--- config.mk ---
export PLATFORM = sky130hd
export DESIGN_NAME = urx_frame_fsm
export DESIGN_NICKNAME = d
export VERILOG_FILES = /design/src/rtl/urx_pkg.sv /design/src/rtl/urx_frame_fsm.sv
export SDC_FILE = /design/constraint.sdc
export NUM_CORES = 1
export LEC_CHECK = 0
export ABC_AREA = 1
export BUFFER_PORTS_ARGS = -buffer_cell sky130_fd_sc_hd__clkbuf_2
export CAP_MARGIN = 40
export CELL_PAD_IN_SITES_DETAIL_PLACEMENT = 0
export CELL_PAD_IN_SITES_GLOBAL_PLACEMENT = 1
export CORE_UTILIZATION = 42
export CTS_CLUSTER_SIZE = 16
export DETAILED_ROUTE_END_ITERATION = 8
export GPL_TIMING_DRIVEN = 0
export PLACE_DENSITY_LB_ADDON = 0.1
export SLEW_MARGIN = 20
export SYNTH_ARGS = -nofsm -noshare
export SYNTH_HDL_FRONTEND = slang
export SYNTH_SLANG_ARGS = --single-unit
--- constraint.sdc ---
create_clock -name clk -period 1.6 [get_ports clk]
set_input_delay 0.16 -clock clk [delete_from_list [all_inputs] [get_ports clk]]
set_output_delay 0.16 -clock clk [all_outputs]
set_load 0.02 [all_outputs]
--- src/rtl/urx_pkg.sv ---
package urx_pkg;

    localparam int BYTE_W = 8;

    typedef enum logic [2:0] {
        RX_IDLE,
        RX_START,
        RX_DATA,
        RX_PAR,
        RX_STOP,
        RX_REARM
    } rx_state_t;

    typedef struct packed {
        logic              perr;
        logic              ferr;
        logic [BYTE_W-1:0] data;
    } rx_entry_t;

endpackage

--- src/rtl/urx_frame_fsm.sv ---
module urx_frame_fsm
    import urx_pkg::*;
#(
    parameter int OVS = 16
) (
    input  logic      clk,
    input  logic      rst_n,
    input  logic      tick,
    input  logic      rx,
    input  logic      par_en,
    input  logic      even_sel,
    input  logic      stick_sel,
    input  logic      nine_bit,
    output logic      push,
    output rx_entry_t entry
);

    localparam int CW = $clog2(OVS);
    localparam int BW = $clog2(BYTE_W);
    localparam logic [CW-1:0] MID_LAST = CW'(OVS / 2 - 1);
    localparam logic [CW-1:0] BIT_LAST = CW'(OVS - 1);
    localparam logic [BW-1:0] LAST_BIT = BW'(BYTE_W - 1);

    rx_state_t         st;
    rx_state_t         st_nx;
    logic [CW-1:0]     tcnt;
    logic [BW-1:0]     bidx;
    logic [BYTE_W-1:0] shreg;
    logic              pbit;
    logic              slot;
    logic              mid_hit;
    logic              bit_hit;
    logic              perr_c;

    assign slot    = par_en | nine_bit;
    assign mid_hit = tick && (tcnt == MID_LAST);
    assign bit_hit = tick && (tcnt == BIT_LAST);

    // slot judgement: address marker, fixed level, or computed parity
    always_comb begin
        if (!slot) begin
            perr_c = 1'b0;
        end else if (nine_bit) begin
            perr_c = pbit;
        end else if (stick_sel) begin
            perr_c = (pbit == even_sel);
        end else if (even_sel) begin
            perr_c = ^{shreg, pbit};
        end else begin
            perr_c = ~(^{shreg, pbit});
        end
    end

    // state register
    always_ff @(posedge clk or negedge rst_n) begin
        if (!rst_n) begin
            st <= RX_IDLE;
        end else begin
            st <= st_nx;
        end
    end

    // transitions
    always_comb begin
        st_nx = st;
        unique case (st)
            RX_IDLE:  if (tick && !rx) st_nx = RX_START;
            RX_START: if (mid_hit) st_nx = rx ? RX_IDLE : RX_DATA;
            RX_DATA:  if (bit_hit && bidx == LAST_BIT) st_nx = slot ? RX_PAR : RX_STOP;
            RX_PAR:   if (bit_hit) st_nx = RX_STOP;
            RX_STOP:  if (bit_hit) st_nx = rx ? RX_IDLE : RX_REARM;
            RX_REARM: if (tick && rx) st_nx = RX_IDLE;
            default:  st_nx = RX_IDLE;
        endcase
    end

    // counters, shifter and output strobe
    always_ff @(posedge clk or negedge rst_n) begin
        if (!rst_n) begin
            tcnt  <= '0;
            bidx  <= '0;
            shreg <= '0;
            pbit  <= 1'b0;
            push  <= 1'b0;
            entry <= '0;
        end else begin
            push <= 1'b0;
            if (tick) begin
                unique case (st)
                    RX_IDLE: begin
                        tcnt <= '0;
                    end
                    RX_START: begin
                        tcnt <= mid_hit ? '0 : tcnt + 1'b1;
                        bidx <= '0;
                    end
                    RX_DATA: begin
                        tcnt <= bit_hit ? '0 : tcnt + 1'b1;
                        if (bit_hit) begin
                            shreg <= {rx, shreg[BYTE_W-1:1]};
                            bidx  <= bidx + 1'b1;
                        end
                    end
                    RX_PAR: begin
                        tcnt <= bit_hit ? '0 : tcnt + 1'b1;
                        if (bit_hit) pbit <= rx;
                    end
                    RX_STOP: begin
                        tcnt <= bit_hit ? '0 : tcnt + 1'b1;
                        if (bit_hit) begin
                            push       <= 1'b1;
                            entry.data <= shreg;
                            entry.ferr <= ~rx;
                            entry.perr <= perr_c;
                        end
                    end
                    RX_REARM: begin
                        tcnt <= '0;
                    end
                    default: begin
                        tcnt <= '0;
                    end
                endcase
            end
        end
    end

endmodule

Word level (Yosys, flattened, before mapping)
Cells that the tools add are included.
- register bits after elaboration: 30
- output and inout bits: 11
- logic and storage cells: 67
- add/subtract/negate cells: 2
- multiplexer cells: 22
- reduce and logical (&&, ||, !) cells: 15
- equal/unequal tests: 16
- bitwise operators: 3
- operator list (cell ; count):
    3-bit 2-to-1 mux ; 9
    3-bit case mux with 6 select lines ; 1
    2-bit inequality test (second input constant) ; 7
    3-bit AND reduction ; 4
    3-bit == test (second input constant) ; 3
    9-bit parity ; 1
    4-bit 2-to-1 mux ; 2
    4-bit case mux with 2 select lines ; 1
    1-bit 2-to-1 mux ; 7
    3-bit by 2-bit == test with 1-bit output (second input constant) ; 2
    3-bit case mux with 2 select lines ; 1
    6-bit AND reduction ; 1
    1-bit logical AND ; 5
    4-bit by 1-bit adder with 4-bit output (second input constant) ; 1
    4-bit by 3-bit == test with 1-bit output (second input constant) ; 1
    4-bit == test (second input constant) ; 1
    3-bit by 1-bit adder with 3-bit output (second input constant) ; 1
    3-bit by 1-bit == test with 1-bit output (second input constant) ; 1
    3-bit logical NOT ; 1
    3-bit OR reduction ; 1
    2-bit 2-to-1 mux ; 1
    1-bit inverter ; 2
    2-bit nonzero test ; 1
    1-bit == test ; 1
    2 further kinds ; 2

Logic depth before layout (Yosys ltp)
Gate-level depths: netlist of run 1.
- depth after elaboration: 6
- mapped depth: 13
- mapped depth without buffers: 13

Worst setup path before layout of run 1
No wires, ideal clock.
- path type: register to register
- from: register tcnt[0]
- to: register bidx[0]
- library setup time: 122 ps
- arrival: 1264 ps
- cell stages (with the launch flop): 11
- required time: 1478 ps
- path slack: 214 ps
- path through: dfrtp_1 ha_1 nand2_2 nor2_1 nand2_1 inv_2 nand2_2 a21oi_1 inv_1 nand2_1 o21ai_1
- word-level cells in the longest chain between the ends: 4
- ends and longest elaborated chain (item ; line ; text):
    from (decl) ; urx_frame_fsm.sv:26 ; logic [CW-1:0] tcnt;
    from (signal assigned) ; urx_frame_fsm.sv:94 ; tcnt <= mid_hit ? '0 : tcnt + 1'b1;
    from (signal assigned) ; urx_frame_fsm.sv:98 ; tcnt <= bit_hit ? '0 : tcnt + 1'b1;
    from (signal assigned) ; urx_frame_fsm.sv:105 ; tcnt <= bit_hit ? '0 : tcnt + 1'b1;
    4-bit == test ; urx_frame_fsm.sv:37 ; assign bit_hit = tick && (tcnt == BIT_LAST);
    1-bit logical AND ; urx_frame_fsm.sv:37 ;
    2-bit inequality test (no source line) ; - ;
    3-bit AND reduction (no source line) ; - ;
    to (signal assigned) ; urx_frame_fsm.sv:101 ; bidx <= bidx + 1'b1;
    to (decl) ; urx_frame_fsm.sv:27 ; logic [BW-1:0] bidx;
Every way passes these cells.
A chain may end at the register's enable or synchronous reset.

Worst setup path after layout of run 1
- from: register st[2]
- to: register st[0]
- word-level cells in the longest chain between the ends: 3
- elaborated cells on any way between the ends: 14
- classes of those cells: eq/ne (11); mux (1); reduce/logical (2)
- ends and longest elaborated chain (item ; line ; text):
    from (decl) ; urx_frame_fsm.sv:24 ; rx_state_t st;
    from (signal assigned) ; urx_frame_fsm.sv:59 ; st <= st_nx;
    3-bit == test, or another cell as far along ; urx_frame_fsm.sv:66 ; unique case (st)
    2-bit inequality test (no source line) ; - ;
    6-bit AND reduction (no source line) ; - ;
Several ways; a longest one is shown, not always the timed one.

==> impl_metrics.py, run 1 <==
metrics = {
    "placed_design": {
        "place_inst": 253,
        "port_buffers": 17,
        "gpl.final_weighted_congestion": 0.738,
        "post-place-ws_ns": 0.00692,
        "post-dp-hpwl_um": 2280,
    },
    "routing": {
        "route.detailed.drc": 0,
        "postRouteAntennaNets": 0,
        "met3_wire_length_um": 131,
        "top_signal_layer_used": "met4",
        "vias": 1324,
        "drtPass1Iterations": 4,
        "drt-total-wl_um": 3230,
        "via_to_cell_ratio": 4.90,
        "detailroute.wirelength.met2_um": 1480,
        "wire_per_inst_um": 12.0,
        "first_iter_violations": 74,
        "route.layer.met1.wl_um": 1580,
    },
    "critical_path": {
        "crit_chain": "nor3_4 -> inv_1 -> o211ai_1 -> nor2_4 -> o21ai_2 -> o21ai_1",
        "worst_setup_path_start_kind": "flip-flop",
        "critPathArrivalTime_ns": 1.76,
        "critical_path_s_slowest_cell": "sky130_fd_sc_hd__dfrtp_1",
        "critPathKind": "flip-flop to flip-flop",
        "cp_max_fo": 6,
        "critPathMaxStageDelay_ns": 0.50,
        "path_delay_family": "flip-flops",
        "critical_path_buf_inv_count": 1,
        "cp-end-kind": "flip-flop",
        "worstPathRequired_ns": 1.82,
    },
    "finish": {
        "post-route-util_pct": 54.6,
        "post_route_cells_drive_above_1_share_pct": 23.2,
        "syn2layout_area_growth_pct": 21.9,
        "num_antenna_cells": 0,
        "nFillCells": 347,
        "finish.cell_count_without_fillers": 270,
        "layout.nets": 234,
    },
    "logic_synthesis": {
        "synth.ff_latch_count": 30,
        "synth.lib_cells_used.distinct": 28,
        "yosys_warns": 0,
        "postSynthNetCount": 201,
        "synthesis.instances": 190,
        "synth_area_sq_um": 1530,
        "ys_dominant_reg_cell": "sky130_fd_sc_hd__dfrtp_1",
        "sequential_area_share_after_synthesis_pct": 49.1,
        "synth_enable_flop_cells": 0,
        "avgSynthCellArea_sq_um": 8.05,
        "synth-async-reset-ratio_pct": 100,
    },
    "timing": {
        "tightest_slew_ns": 0.364,
        "final.min_clock_period_ns": 1.55,
        "final_worst_path_setup_slack_ns": 0.0515,
        "maxSlewViolCount": 0,
        "rsz0062_at_grt": "true",
        "slew-limit-headroom_pct": 75.6,
        "finalSetupViolations": 0,
        "layout_worst_path_cycle_share_pct": 96.8,
        "max_freq_mhz": 646,
        "report.final.hold_viol_count": 0,
        "setup_skew_ns": 0.00671,
    },
    "grt": {
        "grt_first_pass_wirelength_um": 5530,
        "grt_start_max_net_pins": 31,
        "via_count_of_the_first_global_routing_pass": 1225,
        "grtUsageTotal_pct": 18.5,
        "global_route_congestion_overflow_total": 0,
        "antenna_found_initial": 0,
    },
    "flow_run": {
        "drv.max_cap_violation_count": 0,
    },
    "pwr": {
        "power.leakage_uw": 0.000954,
        "power.share.sequential_pct": 44.9,
        "combPwrFrac_pct": 31.5,
        "switching_share_pct": 36.2,
        "power.density_nw_per_um2": 1080,
        "power_frac_clock_pct": 23.5,
        "total_switching_power_uw": 728,
        "peakVddDrop_v": 0.000626,
        "power_report.internal_total_uw": 1280,
    },
    "floorplanning": {
        "dieWidth_um": 62.4,
        "start_util_pct": 44.8,
        "fp-row-count": 21,
        "coreArea_sq_um": 3420,
        "die_y_um": 62.4,
        "floorplan.io_pins": 19,
        "design.die.area_sq_um": 3890,
    },
    "cts": {
        "max-clock-path-buffers": 2,
        "htree_levels": 2,
        "tritoncts_num_sinks": 30,
        "cts_tree": "done",
        "clkTransAtPathRegs_ns": 0.09,
        "root_buffer": "sky130_fd_sc_hd__clkbuf_4",
        "clkLatencyLatePin_ns": 0.32,
        "numCtsBuffers": 5,
    },
    "min_path": {
        "min_delay_path_class": "input pin to flip-flop",
    },
    "status": {
        "status": "completed",
    },
}
==> final timing paths <==
path	from	endpoint	slack [ns]	cells after the start
max in group asynchronous	rst_n	st[0]$_DFFE_PN0P_	0.92	3
min in group asynchronous	rst_n	entry[6]$_DFFE_PN0P_	0.26	2
max reg2reg	st[2]$_DFFE_PN0P_	st[0]$_DFFE_PN0P_	0.05	6
min	rx	entry[8]$_DFFE_PN0P_	0.06	2
min reg2reg	bidx[1]$_DFFE_PN0P_	bidx[1]$_DFFE_PN0P_	0.49	2
max	st[2]$_DFFE_PN0P_	st[0]$_DFFE_PN0P_	0.05	6
==> worst reg2reg max path, cell delays in order, from the launching register on <==
cell and delay, ns:
sky130_fd_sc_hd__dfrtp_1 0.50, sky130_fd_sc_hd__nor3_4 0.38, sky130_fd_sc_hd__inv_1 0.08, sky130_fd_sc_hd__o211ai_1 0.26, sky130_fd_sc_hd__nor2_4 0.10, sky130_fd_sc_hd__o21ai_2 0.06
sky130_fd_sc_hd__o21ai_1 0.07
==> metal layers <==
layer / track usage, % / vias to the layer above
li1: - / 682
met1: 25.1 / 613
met2: 27.5 / 25
met3: 5.88 / 4
met4: 7.27 / 0
met5: 0 / -
==> area by class of cell <==
type	instances	area [sq um]	area share (%)
well taps	46	57.6	3.09
plain buffers	4	33.8	1.81
clock inverters	1	5.00	0.268
repair buffers	26	175	9.39
inverters	29	109	5.83
clock buffers	7	55.1	2.95
multi-input cells	127	678	36.4
flip-flops and latches	30	752	40.3
==> placed cells by master (no fill, tap or decap), types with 3 or more instances in the layout <==
master / synthesis / routed
sky130_fd_sc_hd__nand2_1: 57 / 57
sky130_fd_sc_hd__dfrtp_1: 30 / 29
sky130_fd_sc_hd__inv_1: 28 / 28
sky130_fd_sc_hd__clkbuf_2: 0 / 17
sky130_fd_sc_hd__o21ai_0: 16 / 15
sky130_fd_sc_hd__o21ai_1: 11 / 12
sky130_fd_sc_hd__nand3_1: 12 / 12
sky130_fd_sc_hd__buf_4: 1 / 10
sky130_fd_sc_hd__clkbuf_4: 0 / 5
sky130_fd_sc_hd__nor2_1: 4 / 3
sky130_fd_sc_hd__a21oi_1: 4 / 3
==> stage by stage <==
| stage | TNS, ns | hold WS (ns) | cell area [sq um] | total power, uW |
|---|---|---|---|---|
| CTS | 0 | 0.0545 | 1750 | 1910 |
| global placement | 0 | 0.264 | 1670 | 1400 |
| floorplan | 0 | -0.136 | 1530 | 1290 |
| detailed placement | 0 | 0.269 | 1670 | 1420 |
| finish | 0 | 0.0633 | 1870 | 2010 |
| global route | -0.108 | 0.0545 | 1870 | 2160 |
==> repair_timing <==
item,CTS,global route
hold endpoints to repair,30,0
pin swaps,0,2
resized for setup,1,13
setup endpoints to repair,1,27
gates cloned,0,0
setup buffers,0,7
hold buffers,1,0
==> cell usage after synthesis, types with 2 or more instances <==
cell type                   n  area share, %
sky130_fd_sc_hd__a21oi_1    4            1.3
sky130_fd_sc_hd__inv_1     28            6.9
sky130_fd_sc_hd__ha_1       3            2.5
sky130_fd_sc_hd__nand2_1   57             14
sky130_fd_sc_hd__buf_2      2           0.65
sky130_fd_sc_hd__nand3_1   12            3.9
sky130_fd_sc_hd__o21ai_1   11            3.6
sky130_fd_sc_hd__nor2_2     2           0.82
sky130_fd_sc_hd__dfrtp_1   30             49
sky130_fd_sc_hd__nor3_2     2            1.3
sky130_fd_sc_hd__nor2_1     4           0.98
sky130_fd_sc_hd__a211oi_1   2           0.98
sky130_fd_sc_hd__nor3_1     2           0.65
sky130_fd_sc_hd__nand2_2    2           0.82
sky130_fd_sc_hd__o21ai_0   16            5.2
==> power by group through the flow <==
stage	Sequential, uW	Clock [uW]	Combinational (uW)
3_5_place_dp	905	0	513
3_3_place_gp	903	0	502
6_report	902	473	633
4_1_cts	890	492	524
2_1_floorplan	891	0	402
5_1_grt	915	535	713
==> flip-flops by register name, summed over array words and instances (netlist names) <==
| signal | count |
|---|---|
| entry | 10 |
| shreg | 8 |
| tcnt | 4 |
| bidx | 3 |
| st | 3 |
| pbit | 1 |
| push | 1 |
==> logic make-up (layout without fill, tap and decap cells) <==
group | count (synthesis) | count (layout) | share of synthesized area, %
DFF | 30 | 30 | 49.1
adders and majority gates | 3 | 3 | 2.45
buffers and inverters | 33 | 67 | 8.99
AOI/OAI and AO/OA | 38 | 38 | 14.0
and+or+nand+nor | 84 | 84 | 24.4
xor gates and xnor gates | 2 | 2 | 1.14
No activity file was read; power rests on OpenSTA's default activity.
==> run 2, diff against run 1 <==
- CORE_ASPECT_RATIO: not set -> 0.8
- GPL_TIMING_DRIVEN: 0 -> not set
==> run 2 against run 1 <==
  * Sequential power is essentially flat
  * Design area grew 0.47%
  * Clock power up 64%
  * First-iteration DRC count increased by 15%
  * Highest routed layer unchanged
  * Fmax rose by 1.5%
  * Combinational power rose by 3.8%
==> impl_metrics.py, run 2 (synthesis gave the netlist of run 1 again) <==
metrics = {
    "status": {
        "status": "completed",
    },
    "finish": {
        "final_cell_area_sq_um": 1870,
        "layout.cells.most_common": "sky130_fd_sc_hd__nand2_1",
        "largest-register": "entry",
        "nFillCells": 337,
        "syn2layout_area_growth_pct": 22.5,
        "post-route-util_pct": 54.4,
        "post_route_cells_drive_above_1_share_pct": 24.1,
        "layout.nets": 231,
        "commonest_cells_after_routing_fill_and_taps_aside": "55 x sky130_fd_sc_hd__nand2_1, 29 x sky130_fd_sc_hd__dfrtp_1, 26 x sky130_fd_sc_hd__inv_1",
        "finish.cell_count_without_fillers": 262,
        "largest_register_ff_count": 10,
        "num_antenna_cells": 0,
        "largest_registers": "entry (10), shreg (8), tcnt (4)",
    },
    "floorplanning": {
        "design.die.area_sq_um": 3890,
        "dieWidth_um": 69.5,
        "die_y_um": 56.0,
        "floorplan.io_pins": 19,
        "start_util_pct": 44.4,
        "coreArea_sq_um": 3450,
        "fp-row-count": 19,
    },
    "min_path": {
        "min_delay_path_class": "input pin to flip-flop",
    },
    "cts": {
        "cts_tree": "done",
        "numCtsBuffers": 5,
        "clkLatencyLatePin_ns": 0.28,
        "max-clock-path-buffers": 2,
        "root_buffer": "sky130_fd_sc_hd__clkbuf_8",
        "clkTransAtPathRegs_ns": 0.06,
        "tritoncts_num_sinks": 30,
        "htree_levels": 2,
    },
    "placed_design": {
        "port_buffers": 18,
        "place_inst": 250,
        "post-place-ws_ns": 0.00899,
        "total_placed_instance_area_sq_um": 1670,
        "post-dp-hpwl_um": 2350,
        "gpl.final_weighted_congestion": 0.783,
    },
    "pwr": {
        "peakVddDrop_v": 0.000769,
        "power.density_nw_per_um2": 1250,
        "power_report.internal_total_uw": 1570,
        "combPwrFrac_pct": 28.1,
        "total_switching_power_uw": 761,
        "switching_share_pct": 32.6,
        "power.leakage_uw": 0.000941,
        "power.share.sequential_pct": 38.7,
        "power_frac_clock_pct": 33.2,
    },
    "critical_path": {
        "path_delay_family": "simple AND/OR/NAND/NOR gates",
        "cp-end-kind": "flip-flop",
        "critPathMaxStageDelay_ns": 0.38,
        "critPathKind": "flip-flop to flip-flop",
        "cp_max_fo": 17,
        "worst_setup_path_start_kind": "flip-flop",
        "critPathArrivalTime_ns": 1.68,
        "worstPathRequired_ns": 1.75,
        "crit_chain": "ha_2 -> nand2_2 -> nor2_4 -> nand2_1 -> inv_2 -> nand2_2 -> buf_4 -> nand2_1 -> o21ai_0",
        "critical_path_s_slowest_cell": "sky130_fd_sc_hd__dfrtp_1",
        "critical_path_buf_inv_count": 2,
    },
    "routing": {
        "route.detailed.drc": 0,
        "drtPass1Iterations": 6,
        "vias": 1325,
        "wire_per_inst_um": 12.4,
        "via_to_cell_ratio": 5.06,
        "drt-total-wl_um": 3250,
        "first_iter_violations": 85,
        "postRouteAntennaNets": 0,
    },
    "flow_run": {
        "drv.max_cap_violation_count": 0,
    },
    "timing": {
        "worst_hold_slack_ns": 0.149,
        "tightest_slew_ns": 0.409,
        "rsz0062_at_grt": "true",
        "report.final.hold_viol_count": 0,
        "final.min_clock_period_ns": 1.52,
        "max_freq_mhz": 656,
        "finalSetupViolations": 0,
        "maxSlewViolCount": 0,
        "slew-limit-headroom_pct": 72.5,
        "setup_skew_ns": 0.00518,
        "final_worst_path_setup_slack_ns": 0.0751,
        "layout_worst_path_cycle_share_pct": 95.3,
    },
    "grt": {
        "grtUsageTotal_pct": 19.2,
        "via_count_of_the_first_global_routing_pass": 1233,
        "global_route_congestion_overflow_total": 0,
        "antenna_found_initial": 0,
        "grt_first_pass_wirelength_um": 5730,
        "grt_start_max_net_pins": 31,
    },
}
run 2: cell types whose count changed in the layout (fill, tap and decap cells not counted), moves of 2 or more:
cell,before,now
sky130_fd_sc_hd__inv_1,28,26
sky130_fd_sc_hd__clkbuf_8,1,6
sky130_fd_sc_hd__inv_2,1,3
sky130_fd_sc_hd__buf_4,10,8
sky130_fd_sc_hd__clkbuf_4,5,0
sky130_fd_sc_hd__nand2_2,1,4
sky130_fd_sc_hd__nand2_1,57,55
run 2: path summary, 6_finish.rpt:
check	from	to	slack [ns]	cells past startpoint
hold reg to reg	bidx[1]$_DFFE_PN0P_	bidx[1]$_DFFE_PN0P_	0.48	2
min in group asynchronous	rst_n	tcnt[2]$_DFFE_PN0P_	0.43	3
max in group asynchronous	rst_n	st[2]$_DFFE_PN0P_	0.87	3
hold / removal	rx	entry[8]$_DFFE_PN0P_	0.15	2
setup reg to reg	tcnt[1]$_DFFE_PN0P_	shreg[5]$_DFFE_PN0P_	0.08	9
setup / recovery	tcnt[1]$_DFFE_PN0P_	shreg[5]$_DFFE_PN0P_	0.08	9
run 2: routing by layer:
metal / track usage (%) / vias up / wire length (um) / part of all wire [%]
met2: 25.8 / 31 / 1300 / 40
met4: 9.04 / 0 / 64 / 2.0
met5: 0 / - / 0 / 0
met3: 5.43 / 8 / 152 / 4.7
met1: 28.3 / 610 / 1730 / 53
li1: - / 676 / - / -
run 2: what timing repair did:
| action | 4_1_cts | 5_1_grt |
|---|---|---|
| pin swaps | 0 | 3 |
| buffers inserted | 0 | 4 |
| hold buffers | 1 | 0 |
| gates resized for setup | 1 | 13 |
| endpoints found under the hold margin | 30 | 0 |
| setup endpoints to repair | 2 | 26 |
| gates cloned | 0 | 0 |
run 2: power groups by stage:
stage | Combinational (uW) | Sequential, uW | Clock, uW
floorplan | 402 | 891 | 0
finish | 657 | 903 | 774
global route | 734 | 914 | 841
global placement | 509 | 900 | 0
CTS | 555 | 891 | 794
detailed placement | 524 | 904 | 0
run 2: stage by stage:
| step | power, uW | TNS [ns] |
|---|---|---|
| after global placement | 1410 | 0 |
| after detailed placement | 1430 | 0 |
| after floorplan | 1290 | 0 |
| after CTS | 2240 | 0 |
| after global routing | 2490 | -0.358 |
| final | 2330 | 0 |
run 2: area by class of cell:
class / count / area [sq um] / area share, %
clock buffer: 6 / 82.6 / 4.41
multi-input combinational: 127 / 688 / 36.7
tap: 42 / 52.6 / 2.80
sequential: 30 / 752 / 40.1
inverter: 29 / 109 / 5.81
timing repair buffer: 27 / 160 / 8.54
clock inverter: 1 / 30.0 / 1.60
==> run 3, diff against run 2 <==
- ABC_AREA: 1 -> not set
- CORE_UTILIZATION: 42 -> 45
==> run 3 against run 2 <==
  * The flow now finishes with violations (setup timing)
  * Critical path type unchanged
  * Highest routed layer unchanged
  * Combinational power up 130%
  * Sequential power up 18%
  * First-iteration DRC count down 67%
  * Synthesized cell count down 31%
  * Synthesized area down 1.2%
  * Critical path depth down 4
  * Sequential share of layout area down 4.5 points
  * Die area down 7.6%
  * Final cell count down 13%
  * Clock power down 19%
  * Flip-flop and latch count unchanged
  * Setup slack worse by 0.11 ns
==> impl_metrics.py, run 3 <==
metrics = {
    "placed_design": {
        "gpl.final_weighted_congestion": 0.807,
        "post-dp-hpwl_um": 2280,
        "place_inst": 213,
        "port_buffers": 18,
        "post-place-ws_ns": -0.0950,
    },
    "floorplanning": {
        "design.die.area_sq_um": 3600,
        "floorplan.io_pins": 19,
        "start_util_pct": 47.9,
        "die_y_um": 53.8,
        "coreArea_sq_um": 3150,
        "fp-row-count": 18,
        "dieWidth_um": 66.8,
    },
    "logic_synthesis": {
        "synth_area_sq_um": 1510,
        "sequential_area_share_after_synthesis_pct": 49.7,
        "synth_top_area_cell": "sky130_fd_sc_hd__dfrtp_1",
        "synth.ff_latch_count": 30,
        "synthesis.instances": 132,
        "synth-async-reset-ratio_pct": 100,
        "synth_enable_flop_cells": 0,
        "yosys.area.top_type_share_pct": 49.7,
        "avgSynthCellArea_sq_um": 11.5,
        "yosysMostFrequentCell": "sky130_fd_sc_hd__dfrtp_1",
        "synth.lib_cells_used.distinct": 37,
        "netlist_top_cells_area": "sky130_fd_sc_hd__dfrtp_1 50%, sky130_fd_sc_hd__mux2_2 16%, sky130_fd_sc_hd__xnor3_1 3.0%",
        "ys_top_cells_by_count": "30 x sky130_fd_sc_hd__dfrtp_1, 21 x sky130_fd_sc_hd__mux2_2, 11 x sky130_fd_sc_hd__nor2_1",
        "yosys_warns": 0,
        "ys_dominant_reg_cell": "sky130_fd_sc_hd__dfrtp_1",
        "postSynthNetCount": 143,
    },
    "finish": {
        "largest_register_ff_count": 10,
        "syn2layout_area_growth_pct": 40.1,
        "layout.cells.most_common": "sky130_fd_sc_hd__buf_4",
        "commonest_cells_after_routing_fill_and_taps_aside": "33 x sky130_fd_sc_hd__buf_4, 27 x sky130_fd_sc_hd__dfrtp_1, 21 x sky130_fd_sc_hd__mux2_2",
        "largest-register": "entry",
        "layout.nets": 198,
        "post_route_cells_drive_above_1_share_pct": 53.7,
        "largest_registers": "entry (10), shreg (8), tcnt (4)",
        "finish.cell_count_without_fillers": 228,
        "num_antenna_cells": 0,
    },
    "pwr": {
        "peakVddDrop_v": 0.000756,
        "totalPowerFinal_uw": 3190,
        "power.density_nw_per_um2": 1500,
        "power.leakage_uw": 0.00108,
    },
    "cts": {
        "numCtsBuffers": 5,
        "cts_tree": "done",
        "max-clock-path-buffers": 2,
        "clkTransAtPathRegs_ns": 0.06,
        "tritoncts_num_sinks": 30,
        "clkLatencyLatePin_ns": 0.28,
        "htree_levels": 2,
        "root_buffer": "sky130_fd_sc_hd__clkbuf_8",
    },
    "grt": {
        "via_count_of_the_first_global_routing_pass": 1148,
        "grtUsageTotal_pct": 20.5,
        "grt_start_max_net_pins": 31,
        "antenna_found_initial": 0,
        "global_route_congestion_overflow_total": 0,
        "grt_first_pass_wirelength_um": 5320,
    },
    "critical_path": {
        "rr_startpoint": "shreg[5]$_DFFE_PN0P_",
        "critPathKind": "flip-flop to flip-flop",
        "worstPathRequired_ns": 1.77,
        "critPathArrivalTime_ns": 1.80,
        "crit_chain": "xnor2_1 -> xnor3_1 -> or4_1 -> nand4_1 -> nand2_1",
        "critical_path_s_slowest_cell": "sky130_fd_sc_hd__or4_1",
        "cp_max_fo": 3,
        "path_delay_family": "XOR/XNOR gates",
        "worst_setup_path_start_kind": "flip-flop",
        "critical_path_buf_inv_count": 0,
        "worstSetupStartpoint": "shreg[5]$_DFFE_PN0P_",
        "critPathMaxStageDelay_ns": 0.41,
        "cp-end-kind": "flip-flop",
    },
    "routing": {
        "drtPass1Iterations": 4,
        "vias": 1187,
        "route.detailed.drc": 0,
        "wire_per_inst_um": 14.3,
        "drt-total-wl_um": 3270,
        "first_iter_violations": 28,
        "via_to_cell_ratio": 5.21,
        "postRouteAntennaNets": 0,
    },
    "timing": {
        "finalSetupViolations": 2,
        "max_freq_mhz": 611,
        "maxSlewViolCount": 0,
        "final_worst_path_setup_slack_ns": -0.0357,
        "worst_hold_slack_ns": 0.209,
        "tightest_slew_ns": 0.385,
        "report.final.hold_viol_count": 0,
        "slew-limit-headroom_pct": 74.4,
        "setup_skew_ns": 0.00775,
        "layout_worst_path_cycle_share_pct": 102,
        "rsz0062_at_grt": "true",
        "final.min_clock_period_ns": 1.64,
    },
    "min_path": {
        "min_from": "tick",
        "min_delay_path_class": "input pin to flip-flop",
    },
    "flow_run": {
        "drv.max_cap_violation_count": 0,
    },
    "status": {
        "status": "complete, but fails checks",
        "failed_checks": "setup timing",
    },
}
## run 3: cell types whose count changed in the layout (fill, tap and decap cells not counted), moves of 4 or more
cell                      delta
sky130_fd_sc_hd__buf_4      +25
sky130_fd_sc_hd__mux2_2     +21
sky130_fd_sc_hd__o21ai_0    -13
sky130_fd_sc_hd__o21ai_1    -10
sky130_fd_sc_hd__nand3_1    -11
sky130_fd_sc_hd__inv_1      -23
sky130_fd_sc_hd__nand2_2     -4
sky130_fd_sc_hd__nor2_1      +9
sky130_fd_sc_hd__nand2_1    -48
## run 3: kinds of logic after synthesis
family / after synthesis / share of synthesized area (%)
DFF: 30 / 49.7
and+or+nand+nor: 38 / 12.8
buffers and inverters: 9 / 2.81
adders and majority gates: 3 / 2.48
xor gates and xnor gates: 8 / 6.46
AOI/OAI and AO/OA: 23 / 10.1
muxes: 21 / 15.6
## run 3: report_power, final
group          leakage, uW  total (uW)  switching [uW]  internal, uW
Clock            0.0000472         628             283           345
Combinational     0.000634        1490             638           855
Sequential        0.000403        1070             163           904
## run 3: through the flow
| stage | util [%] | instance area (sq um) | setup TNS [ns] |
|---|---|---|---|
| global route | 67.2 | 2120 | -0.246 |
| CTS | 65.2 | 2050 | -0.170 |
| global placement | 59.0 | 1860 | -0.291 |
| finish | 67.2 | 2120 | -0.0428 |
| detailed placement | 59.0 | 1860 | -0.518 |
| floorplan | - | 1550 | -0.0481 |
## run 3: worst reg2reg max path, stage by stage (launching register included)
cell and delay, ns:
sky130_fd_sc_hd__dfrtp_1 0.39, sky130_fd_sc_hd__xnor2_1 0.22, sky130_fd_sc_hd__xnor3_1 0.38, sky130_fd_sc_hd__or4_1 0.41, sky130_fd_sc_hd__nand4_1 0.08, sky130_fd_sc_hd__nand2_1 0.05
## run 3: layout make-up
type                            instances  area [sq um]
Tap cell                               40          50.0
Timing Repair Buffer                   54           370
Multi-Input combinational cell         93           837
Sequential cell                        30           754
Inverter                                3          11.3
Clock inverter                          2          12.5
Fill cell                             249          1030
Clock buffer                            6          82.6
## run 3: final timing paths
path	end	slack [ns]	cells past startpoint
setup / recovery	entry[9]$_DFFE_PN0P_	-0.04	5
hold / removal	tcnt[2]$_DFFE_PN0P_	0.21	2
setup reg to reg	entry[9]$_DFFE_PN0P_	-0.04	5
hold reg to reg	entry[9]$_DFFE_PN0P_	0.47	2
max in group asynchronous	st[1]$_DFFE_PN0P_	0.87	3
min in group asynchronous	entry[3]$_DFFE_PN0P_	0.43	3
## run 3: what timing repair did
item                                    CTS  global route
resized for setup                        18             8
setup buffers                             2             4
endpoints found under the setup margin   21            16
hold buffers                              1             0
pin swaps                                 5             6
endpoints found under the hold margin    30             0
## run 3: layer usage
metal | up-vias | GRT usage (%) | routed length (um)
li1 | 584 | - | -
met1 | 571 | 27.1 | 1570
met2 | 30 | 32.7 | 1490
met3 | 2 | 5.93 | 198
met4 | 0 | 6.38 | 16
met5 | - | 0 | 0
